## config.mk

```make
export PLATFORM = sky130hd
export DESIGN_NAME = capture_unit
export DESIGN_NICKNAME = d
export VERILOG_FILES = /design/src/rtl/capture_unit.sv
export SDC_FILE = /design/constraint.sdc
export NUM_CORES = 1
export LEC_CHECK = 0
export BUFFER_PORTS_ARGS = -buffer_cell sky130_fd_sc_hd__buf_2
export CORE_MARGIN = 2
export CORE_UTILIZATION = 44
export DETAILED_ROUTE_END_ITERATION = 8
export HOLD_SLACK_MARGIN = 0.1
export PLACE_DENSITY = 0.76
export SYNTH_ARGS = -nofsm -noshare
export SYNTH_HDL_FRONTEND = slang
export SYNTH_SLANG_ARGS = --single-unit
```

## constraint.sdc

```tcl
create_clock -name clk -period 1.75 [get_ports clk]
set_input_delay 0.175 -clock clk [delete_from_list [all_inputs] [get_ports clk]]
set_output_delay 0.175 -clock clk [all_outputs]
set_load 0.05 [all_outputs]
```

## src/rtl/capture_unit.sv

```systemverilog
module capture_unit #(
  parameter int CW          = 16,
  parameter int SYNC_STAGES = 2,
  parameter int FILT_LEN    = 4
) (
  input  logic          clk,
  input  logic          rst_n,
  input  logic [CW-1:0] count_i,
  input  logic          pin_i,
  input  logic          cmp_i,
  input  logic          src_sel_i,
  input  logic          filt_en_i,
  input  logic          edge_rise_i,
  input  logic          flag_clr_i,
  input  logic          irq_en_i,
  output logic [CW-1:0] cap_val_o,
  output logic          cap_flag_o,
  output logic          irq_o
);
  // history excludes the newest sample, which is compared live
  localparam int HW = FILT_LEN - 1;

  logic                   src;
  logic [SYNC_STAGES-1:0] sync_q;
  logic                   smp;
  logic [HW-1:0]          hist_q;
  logic                   agree;
  logic                   filt_q;
  logic                   det;
  logic                   prev_q;
  logic                   cap_evt;

  assign src = src_sel_i ? cmp_i : pin_i;
  assign smp = sync_q[SYNC_STAGES-1];

  always_ff @(posedge clk or negedge rst_n) begin
    if (!rst_n) sync_q <= '0;
    else        sync_q <= {sync_q[SYNC_STAGES-2:0], src};
  end

  always_ff @(posedge clk or negedge rst_n) begin
    if (!rst_n) hist_q <= '0;
    else        hist_q <= {hist_q[HW-2:0], smp};
  end

  assign agree = (hist_q == {HW{smp}});

  always_ff @(posedge clk or negedge rst_n) begin
    if (!rst_n)     filt_q <= 1'b0;
    else if (agree) filt_q <= smp;
  end

  assign det = filt_en_i ? filt_q : smp;

  always_ff @(posedge clk or negedge rst_n) begin
    if (!rst_n) prev_q <= 1'b0;
    else        prev_q <= det;
  end

  assign cap_evt = edge_rise_i ? (det & ~prev_q) : (~det & prev_q);

  always_ff @(posedge clk or negedge rst_n) begin
    if (!rst_n)       cap_val_o <= '0;
    else if (cap_evt) cap_val_o <= count_i;
  end

  always_ff @(posedge clk or negedge rst_n) begin
    if (!rst_n)          cap_flag_o <= 1'b0;
    else if (cap_evt)    cap_flag_o <= 1'b1;
    else if (flag_clr_i) cap_flag_o <= 1'b0;
  end

  assign irq_o = cap_flag_o & irq_en_i;
endmodule

```

==> flow_metrics.env <==
export IMPL_grt_max_degree=25
export IMPL_cp_num_buf_inv=1
export IMPL_coreArea_um2=1980
export IMPL_clk_latency_ns=0.32
export IMPL_row_count=16
export IMPL_final_core_util_pct=72.7
export IMPL_synth_edf_count=0
export IMPL_worst_clock_skew_ns=0.00826
export IMPL_slowest_delay_ns=0.42
export IMPL_p_leak_nw=0.712
export IMPL_hold_ws_ns=0.165
export IMPL_rsz0062_at_grt="no"
export IMPL_die_height_um=50.1
export IMPL_path_cells="mux2_4 -> mux2i_4 -> buf_4 -> mux2_2"
export IMPL_cp_start_kind="flip-flop"
export IMPL_fin_crit_ns=1.57
export IMPL_fin_ws_ns=0.178
export IMPL_tns_ns=0
export IMPL_syn_nets=78
export IMPL_antenna_found_initial=0
export IMPL_crit_family="multiplexers"
export IMPL_relSlewSlack_pct=66.2
export IMPL_synthTopCellsByCount="dfrtp_1 (24), mux2_4 (10), mux2_2 (8)"
export IMPL_synth_compound_area_share_pct=2.14
export IMPL_status="completed"
export IMPL_dp_cells=123
export IMPL_area_growth_pct=53.9
export IMPL_synth_most_common_cell="dfrtp_1"
export IMPL_finalSetupViolations=0
export IMPL_post_place_ws_ns=0.200
export IMPL_crit_arrival_ns=1.78
export IMPL_drc=0
export IMPL_firstDrtPassIters=3
export IMPL_finalNonFillerCells=147
export IMPL_synth_top_area_cell="dfrtp_1"
export IMPL_syn_area_um2=936
export IMPL_grt_pass1_vias=741
export IMPL_crit_type="flip-flop to flip-flop"
export IMPL_vias=667
export IMPL_synth_xor_area_share_pct=0
export IMPL_power_total_mw=2.08
export IMPL_critPathRequiredTime_ns=1.96
export IMPL_die_w_um=50.1
export IMPL_cap_violations=0
export IMPL_synth_top_family_by_area="multiplexers"
export IMPL_slowest_stage="dfrtp_1"
export IMPL_routed_wl_um=1960
export IMPL_synthMuxAreaShare_pct=28.1
export IMPL_end_kind="flip-flop"
export IMPL_synthArstFlopShare_pct=100
export IMPL_cts_htree_levels=1
export IMPL_synth_simple_area_share_pct=3.07
export IMPL_ant_nets=0
export IMPL_numPortBuffers=42
export IMPL_ys_ff_latch=24
export IMPL_yosysSeqAreaShare_pct=64.2
export IMPL_overflow=0
export IMPL_ir_worst_vdd_v=0.000881
export IMPL_drt_iter0_drc=3
export IMPL_synthCells=53
export IMPL_maxSlewViolCount=0
export IMPL_min_path_type="primary input to flip-flop"
export IMPL_cts_resized=0
export IMPL_cts_root_buffer="clkbuf_4"
export IMPL_p_per_area_nw_per_um2=1440
export IMPL_dieArea_um2=2510
export IMPL_clk_pin_slew_ns=0.12
export IMPL_synth_area_top_cells="dfrtp_1 (64%), mux2_4 (16%), mux2_2 (9.6%)"
export IMPL_drive_gt1_share_pct=56.7
export IMPL_tightest_slew_ns=0.507
export IMPL_diodes=0
export IMPL_clockBufferDepth=2
export IMPL_ys_flop_type="dfrtp_1"
export IMPL_critPathMaxFanout=5
export IMPL_synth_cell_types=13
export IMPL_tritoncts="yes"
export IMPL_via_per_inst=4.54
export IMPL_yosysWarnings=0
export IMPL_synth_adder_area_share_pct=0
export IMPL_place_congestion=0.631
export IMPL_max_freq_mhz=636
export IMPL_grt_pass1_wl_um=3330
export IMPL_grt_total_usage_pct=18.5
export IMPL_final_area_um2=1440
export IMPL_nets=146
export IMPL_place_area_um2=1190
export IMPL_fin_crit_sh_pct=89.8
export IMPL_initial_core_util_pct=47.2
export IMPL_io_pins=43
export IMPL_cts_sinks=24
export IMPL_synth_area_per_cell_um2=17.7
export IMPL_wire_per_inst_um=13.3
export IMPL_synth_top_area_share_pct=64.2
export IMPL_place_hpwl_um=1180
export IMPL_hold_viol_final=0
export IMPL_numCtsBuffers=3
-- what timing repair did --
action | 4_1_cts | 5_1_grt
buffers inserted | 0 | 0
hold buffers | 19 | 1
endpoints found under the hold margin | 41 | 1
-- cell type report --
class,count,area [µm²]
inverter,1,3.75
timing repair buffer,64,438
tap,27,33.8
sequential,24,601
multi-input combinational,27,312
clock buffer,3,22.5
fill,140,542
clock inverter,1,30.0
-- per-layer routing --
metal | track usage [%] | wire [µm] | part of all wire, %
met1 | 20.4 | 719 | 37
met3 | 3.03 | 89 | 4.5
met5 | 0 | 0 | 0
met2 | 32.2 | 1070 | 55
met4 | 12.5 | 74 | 3.8
-- sequential cells by signal, summed over array words and instances, names as in the netlist --
| signal | count |
|---|---|
| cap_val_o | 16 |
| hist_q | 3 |
| prev_q | 1 |
| cap_flag_o | 1 |
| sync_q | 2 |
| filt_q | 1 |
-- worst register-to-register path, delay by kind of cell (launching register included) --
family                 cells  cell delay, ns
buffers and inverters      1            0.18
flip-flops                 1            0.42
multiplexers               3            0.87
-- power by group --
group          switching, mW  internal [mW]
Clock                  0.164          0.232
Sequential            0.0733          0.693
Combinational          0.606          0.311
Total                  0.844           1.24
-- logic make-up after synthesis --
| kind of cell | count (synthesis) |
|---|---|
| mux | 19 |
| flops | 24 |
| buf+inv | 2 |
| compound gates | 3 |
| simple gates | 5 |
-- layout by cell type, fill, tap and decap left out, drive strengths merged --
cell type and count:
a31oi 1, dfrtp 24, nand2b 2, and2 1, or3 1, buf 44, mux2i 1, bufinv 1
a21oi 1, clkbuf 3, mux2 18, inv 1, nor2 1, dlygate4sd3 20, a21o 1
-- path summary, 6_finish.rpt --
kind	startpoint	slack, ns	to	cells after the start
setup reg to reg	sync_q[1]	0.18	cap_val_o[13]	4
min in group asynchronous	rst_n	0.37	cap_val_o[5]	2
hold reg to reg	sync_q[0]	0.37	sync_q[1]	0
setup / recovery	sync_q[1]	0.18	cap_val_o[13]	4
max in group asynchronous	rst_n	1.03	hist_q[2]	2
hold / removal	filt_en_i	0.16	prev_q	2
Note: power is estimated with default switching activity, not from simulation.
